**src/rtl/pm_pkg.sv**
```systemverilog
package pm_pkg;

    localparam int SRC_W  = 2;
    localparam int MODE_W = SRC_W + 1;

    typedef enum logic [SRC_W-1:0] {
        SRC_PRI = 2'b00,
        SRC_SEC = 2'b01,
        SRC_RC  = 2'b10
    } src_e;

    typedef enum logic [MODE_W-1:0] {
        M_PRI_RUN  = 3'b000,
        M_SEC_RUN  = 3'b001,
        M_RC_RUN   = 3'b010,
        M_PRI_IDLE = 3'b100,
        M_SEC_IDLE = 3'b101,
        M_RC_IDLE  = 3'b110,
        M_SLEEP    = 3'b111
    } mode_e;

    typedef struct packed {
        mode_e mode;
        src_e  src;
    } pm_target_t;

    function automatic src_e sel_to_src(input logic [SRC_W-1:0] sel);
        case (sel)
            2'b00:   return SRC_PRI;
            2'b01:   return SRC_SEC;
            default: return SRC_RC;
        endcase
    endfunction

    function automatic mode_e run_of(input src_e s);
        return mode_e'({1'b0, s});
    endfunction

    function automatic mode_e idle_of(input src_e s);
        return mode_e'({1'b1, s});
    endfunction

    function automatic logic cpu_runs(input mode_e m);
        return ~m[MODE_W-1];
    endfunction

endpackage

```
**src/rtl/pm_mode_decode.sv**
```systemverilog
module pm_mode_decode
    import pm_pkg::*;
(
    input  logic              idle_en,
    input  logic [SRC_W-1:0]  src_sel,
    output pm_target_t        target
);
    src_e sel_src;

    always_comb begin
        sel_src = sel_to_src(src_sel);
        if (!idle_en && sel_src == SRC_PRI) begin
            target.mode = M_SLEEP;
        end else if (idle_en) begin
            target.mode = idle_of(sel_src);
        end else begin
            target.mode = run_of(sel_src);
        end
        target.src = sel_src;
    end
endmodule

```
**src/rtl/pm_wake_ctrl.sv**
```systemverilog
module pm_wake_ctrl (
    input  logic clk,
    input  logic rst,
    input  logic asleep,
    input  logic wake_evt,
    input  logic wdt_timeout,
    input  logic sw_busy,
    output logic wake_go,
    output logic wdt_reset
);
    logic pend_q;
    logic wake_in;
    logic wdt_rst_q;

    assign wake_in = wake_evt | wdt_timeout;
    assign wake_go = asleep & (wake_in | pend_q) & ~sw_busy;
    assign wdt_reset = wdt_rst_q;

    always_ff @(posedge clk) begin
        if (rst) begin
            pend_q    <= 1'b0;
            wdt_rst_q <= 1'b0;
        end else begin
            wdt_rst_q <= wdt_timeout & ~asleep;
            if (!asleep || wake_go) begin
                pend_q <= 1'b0;
            end else if (wake_in) begin
                pend_q <= 1'b1;
            end
        end
    end


    wdt_run_only_chk: assert property (@(posedge clk) disable iff (rst)
        wdt_reset |-> $past(~asleep));


    busy_blocks_wake_chk: assert property (@(posedge clk) disable iff (rst)
        (asleep && wake_evt && sw_busy) |=> (pend_q || !asleep));
endmodule

```
**src/rtl/pm_mode_fsm.sv**
```systemverilog
module pm_mode_fsm
    import pm_pkg::*;
(
    input  logic              clk,
    input  logic              rst,
    input  logic              strobe,
    input  pm_target_t        target,
    input  logic              wake_go,
    input  logic              pri_ready,
    input  logic              sw_busy,
    output mode_e             mode,
    output logic              sw_req,
    output logic [SRC_W-1:0]  sw_target
);
    mode_e mode_q;
    src_e  src_q;
    src_e  tgt_q;
    logic  req_q;
    logic  wait_q;

    assign mode      = mode_q;
    assign sw_req    = req_q;
    assign sw_target = tgt_q;

    always_ff @(posedge clk) begin
        if (rst) begin
            mode_q <= M_PRI_RUN;
            src_q  <= SRC_PRI;
            tgt_q  <= SRC_PRI;
            req_q  <= 1'b0;
            wait_q <= 1'b0;
        end else begin
            req_q <= 1'b0;
            if (cpu_runs(mode_q) && strobe) begin
                mode_q <= target.mode;
                wait_q <= 1'b0;
                if (target.src != src_q) begin
                    req_q <= 1'b1;
                    tgt_q <= target.src;
                    src_q <= target.src;
                end
            end else if (wake_go) begin
                mode_q <= run_of(src_q);
                wait_q <= (src_q != SRC_PRI);
            end else if (cpu_runs(mode_q) && wait_q && pri_ready && !sw_busy) begin
                mode_q <= M_PRI_RUN;
                src_q  <= SRC_PRI;
                tgt_q  <= SRC_PRI;
                req_q  <= 1'b1;
                wait_q <= 1'b0;
            end
        end
    end


    stopped_cpu_hold_chk: assert property (@(posedge clk) disable iff (rst)
        (!cpu_runs(mode_q) && !wake_go) |=> $stable(mode_q));


    pri_wait_chk: assert property (@(posedge clk) disable iff (rst)
        (wait_q && !pri_ready && !strobe) |=> (mode_q == $past(mode_q)));
endmodule

```
**src/rtl/pwr_mode_ctrl.sv**
```systemverilog
module pwr_mode_ctrl
    import pm_pkg::*;
(
    input  logic              clk,
    input  logic              rst,
    input  logic              sleep_strobe,
    input  logic              idle_en,
    input  logic [SRC_W-1:0]  src_sel,
    input  logic              wake_evt,
    input  logic              wdt_timeout,
    input  logic              pri_ready,
    input  logic              sw_busy,
    output logic [MODE_W-1:0] mode,
    output logic              cpu_clk_en,
    output logic              periph_clk_en,
    output logic              sw_req,
    output logic [SRC_W-1:0]  sw_target,
    output logic              wdt_reset
);
    pm_target_t target;
    mode_e      mode_cur;
    logic       wake_go;
    logic       asleep;

    assign asleep        = ~cpu_runs(mode_cur);
    assign mode          = mode_cur;
    assign cpu_clk_en    = cpu_runs(mode_cur);
    assign periph_clk_en = (mode_cur != M_SLEEP);

    pm_mode_decode i_decode (
        .idle_en (idle_en),
        .src_sel (src_sel),
        .target  (target)
    );

    pm_wake_ctrl i_wake (
        .clk         (clk),
        .rst         (rst),
        .asleep      (asleep),
        .wake_evt    (wake_evt),
        .wdt_timeout (wdt_timeout),
        .sw_busy     (sw_busy),
        .wake_go     (wake_go),
        .wdt_reset   (wdt_reset)
    );

    pm_mode_fsm i_fsm (
        .clk       (clk),
        .rst       (rst),
        .strobe    (sleep_strobe),
        .target    (target),
        .wake_go   (wake_go),
        .pri_ready (pri_ready),
        .sw_busy   (sw_busy),
        .mode      (mode_cur),
        .sw_req    (sw_req),
        .sw_target (sw_target)
    );


    sleep_entry_chk: assert property (@(posedge clk) disable iff (rst)
        (sleep_strobe && !mode[MODE_W-1] && !idle_en && src_sel == 2'b00)
        |=> (mode == 3'b111 && !cpu_clk_en && !periph_clk_en));


    wdt_in_run_chk: assert property (@(posedge clk) disable iff (rst)
        (wdt_timeout && !mode[MODE_W-1] && !sleep_strobe)
        |=> (wdt_reset && $stable(mode)));


    wake_held_chk: assert property (@(posedge clk) disable iff (rst)
        (mode[MODE_W-1] && sw_busy) |=> mode[MODE_W-1]);


    req_target_chk: assert property (@(posedge clk) disable iff (rst)
        sw_req |-> ((mode == 3'b111) ? (sw_target == 2'b00)
                                     : (mode[SRC_W-1:0] == sw_target)));
endmodule

```
**config.mk**
```make
export PLATFORM = sky130hd
export DESIGN_NAME = pwr_mode_ctrl
export DESIGN_NICKNAME = d
export VERILOG_FILES = /design/src/rtl/pm_pkg.sv /design/src/rtl/pm_mode_decode.sv /design/src/rtl/pm_wake_ctrl.sv /design/src/rtl/pm_mode_fsm.sv /design/src/rtl/pwr_mode_ctrl.sv
export SDC_FILE = /design/constraint.sdc
export NUM_CORES = 1
export LEC_CHECK = 0
export CELL_PAD_IN_SITES_DETAIL_PLACEMENT = 1
export CELL_PAD_IN_SITES_GLOBAL_PLACEMENT = 2
export CORE_UTILIZATION = 32
export DETAILED_ROUTE_END_ITERATION = 7
export DONT_BUFFER_PORTS = 1
export PLACE_DENSITY = 0.86
export RECOVER_POWER = 25
export SYNTH_ARGS = -nofsm -noshare
export SYNTH_HDL_FRONTEND = slang
export SYNTH_SLANG_ARGS = --single-unit
```
**constraint.sdc**
```tcl
create_clock -name clk -period 3.7 [get_ports clk]
set_clock_uncertainty 0.1 [all_clocks]
set_input_delay 0.185 -clock clk [delete_from_list [all_inputs] [get_ports clk]]
set_output_delay 0.185 -clock clk [all_outputs]
set_load 0.05 [all_outputs]
```
==> summary.txt <==
Power
  – Combinational power share: 0.123
  – Switching portion of total power: 0.318
  – Worst-case vdd ir drop: around 0.15 mV
  – Power spent charging and discharging nets: 73.0 µW
  – Total power density per cell area: 448 mW/mm²
  – LEAKAGE: about 0.19 nW
  – Internal power: around 160 µW
  – Sequential share of power: 0.555
  – Clock network fraction of design power: 0.322

Global route
  – Maximum number of pins on one net before global-route repair: 10
  – Number of antenna violations at the first check in global routing: 0
  – Wire length of the first global-routing pass: between 1500 and 2000 µm
  – Global Route Usage Sum: 0.162
  – Total grt overflow: 0
  – Vias in the first global route: just under 400

STA
  – Unrepaired setup endpoints after global routing: no
  – Transition time of the tightest slew-check pin: approximately 0.75 ns
  – Post-Route Setup TNS: 0 ns
  – Ratio of final minimum period to clock period: 0.647
  – Number of pins exceeding their max-slew limit in the final report: 0
  – Final setup violation count: 0
  – Slew HR: 0.501
  – Hold violation total from the final report: 0
  – Maximum clock rate: 417 MHz
  – Final critical delay including setup and external delays: ~2.4 ns

CTS
  – TritonCTS clock tree: yes
  – Post-CTS resize count: 0
  – CTS root buf: clkbuf_4
  – Total of hold buffers inserted after clock tree synthesis: 5
  – Cts bufs inserted: 3
  – Clock input transition at the sequential cells of the worst setup and hold paths: roughly 0.060 ns
  – Clock tree buffer depth: 2
  – Latest clock arrival within the worst-skew pair: approximately 0.26 ns
  – Clk sinks: 9
  – H-tree level count: 1
  – Number of setup buffers added after CTS: 0

Drt
  – Detailed-route wire length: roughly 1000 µm
  – Number of search-and-repair iterations in the first detailed-routing pass: 4
  – Routed WL per cell: 14.5 µm
  – Drt drc: 0
  – Ratio of routed vias to standard cells: 5.65
  – Number of nets still failing antenna checks after routing: 0
  – Total via count in the routed design: 407
  – Count of routing violations after the opening detailed-route iteration: 7

Critical path
  – Arrival time of the worst setup path: between 2 and 3 ns
  – Required time of the worst setup path: approximately 3.8 ns
  – Critical path class: flip-flop to flip-flop
  – Worst Setup End Kind: flip-flop
  – Maximum net fanout on the critical path: 6
  – Kind of launch point of the worst setup path: flip-flop

Die
  – Y dimension of the die: roughly 39 µm
  – I/O pins: 19
  – Die width: around 39 µm
  – Core Footprint: approximately 0.0012 mm²
  – Overall die area: between 0.001 and 0.0015 mm²
  – Count of standard-cell rows: 12
  – Initial Util: 0.366

Yosys
  – Ranking of synthesized cells by area: dfxtp_1 (42%), nand3_1 (8.2%), a21oi_1 (4.7%)
  – Number of unique standard cell types used by synthesis: 21
  – Number of cells produced by synthesis: between 50 and 60
  – Yosys top cell by area: dfxtp_1
  – Post-synth EDFFs: 0
  – Fraction of registers with async set/reset: 0
  – Net count after synthesis: 61
  – Post-Synthesis Cell Area: roughly 430 µm²
  – Avg Cell Area, Syn: ~8.4 µm²
  – Synthesized flop and latch total: 9
  – Post-synthesis sequential area ratio: 0.420
  – Proportion of netlist area held by the largest area contributor: 0.420
  – YS warnings: 0
  – Synth Flop Type: dfxtp_1

Layout
  – Ratio of cells with drive above 1 in the final layout: 0.103
  – Number of nets in the finished design: between 60 and 70
  – Total of fill cells in the finished design: around 150
  – Antenna diode count: 0
  – Area grow syn2layout: 19.2%
  – Final core utilization: 0.437

Placement
  – Final weighted congestion in routability-driven placement: around 0.63
  – Estimated wirelength of the detail-placed design: between 700 and 800 µm
  – Number of input and output port buffers inserted: 0

Flow run
  – Number of maximum-capacitance constraint violations: 0

Min path
  – Tightest Hold Check Type: input pin to flip-flop

Run status
  – Outcome: complete, no violations
synthesized netlist by cell type (2+ instances only):
cell	number
nand2_1	4
nand2b_1	2
nand3b_1	2
inv_1	2
dfxtp_1	9
o21ai_0	4
nor2_1	4
a31oi_1	2
a21oi_1	4
nand3_1	7
logic make-up (layout without fill, tap and decap cells):
group / after synthesis / in the layout / synth area share
AND/OR/NAND/NOR: 24 / 24 / 0.318
buffers and inverters: 4 / 11 / 0.0437
XOR/XNOR: 1 / 1 / 0.0204
AO/OA/AOI/OAI: 13 / 13 / 0.198
flip-flops: 9 / 9 / 0.420
metrics by stage:
step	instance area, µm²	hold WS, ns	instances	worst slack [ns]	total power [mW]
finish	512	0.0615	72	1.30	0.229
global route	512	0.0691	72	1.21	0.244
CTS	512	0.0564	72	1.35	0.233
detailed placement	435	0.150	63	1.71	0.152
global placement	435	0.149	63	1.76	0.152
floorplan	429	0.228	51	2.00	0.150
layout make-up:
cell class | instances | area [µm²] | area share
well taps | 14 | 17.5 | 0.0342
multi-input cells | 38 | 230 | 0.450
inverters | 2 | 7.51 | 0.0147
flip-flops and latches | 9 | 180 | 0.352
clock buffers | 4 | 26.3 | 0.0513
repair buffers | 5 | 50.0 | 0.0978
layer usage:
metal,share of wire,GRT usage,vias to the layer above
li1,-,-,196
met1,0.45,0.174,190
met2,0.47,0.267,19
met3,0.072,0.0751,2
met4,0.0096,0.0776,0
met5,0,0,-
power by group through the flow:
stage	clock, mW	combinational [mW]	sequential (mW)
after floorplan	0	0.0256	0.124
after global placement	0	0.0224	0.129
after detailed placement	0	0.0226	0.130
after CTS	0.0779	0.0281	0.127
after global routing	0.0847	0.0310	0.128
final	0.0740	0.0282	0.127
sequential cells by signal, indices dropped and copies added, names as in the netlist:
signal	cells
i_wake.wdt_reset	1
i_fsm.sw_req	1
i_wake.pend_q	1
i_fsm.src_q	2
i_fsm.wait_q	1
i_fsm.mode	3
critical path: stages (launching register included):
cell,delay (ns)
dfxtp_1,0.75
nand3b_1,0.22
o311ai_2,0.16
or3b_1,0.42
a21oi_2,0.12
dlygate4sd3_1,0.56
placed cells by master, fill, tap and decap left out, drive strengths merged:
cell / n
o21ai: 4
a31oi: 2
nand3b: 2
or3b: 1
clkbuf: 4
inv: 2
dfxtp: 9
a21oi: 5
xor2: 1
o311ai: 1
nor3: 1
nor2: 4
and3b: 1
o31ai: 1
nor3b: 1
dlygate4sd3: 5
nand2b: 2
nand3: 7
nor2b: 1
nand2: 4
path summary, 6_finish.rpt:
check | start | cells after the start | to | slack (ns)
max | i_fsm.src_q[0] | 5 | i_fsm.src_q[0] | 1.30
min reg2reg | i_fsm.wait_q | 2 | i_fsm.wait_q | 0.38
max reg2reg | i_fsm.src_q[0] | 5 | i_fsm.src_q[0] | 1.30
min | src_sel[1] | 2 | i_fsm.mode[0] | 0.06
Power figures use the tool's default switching activity.
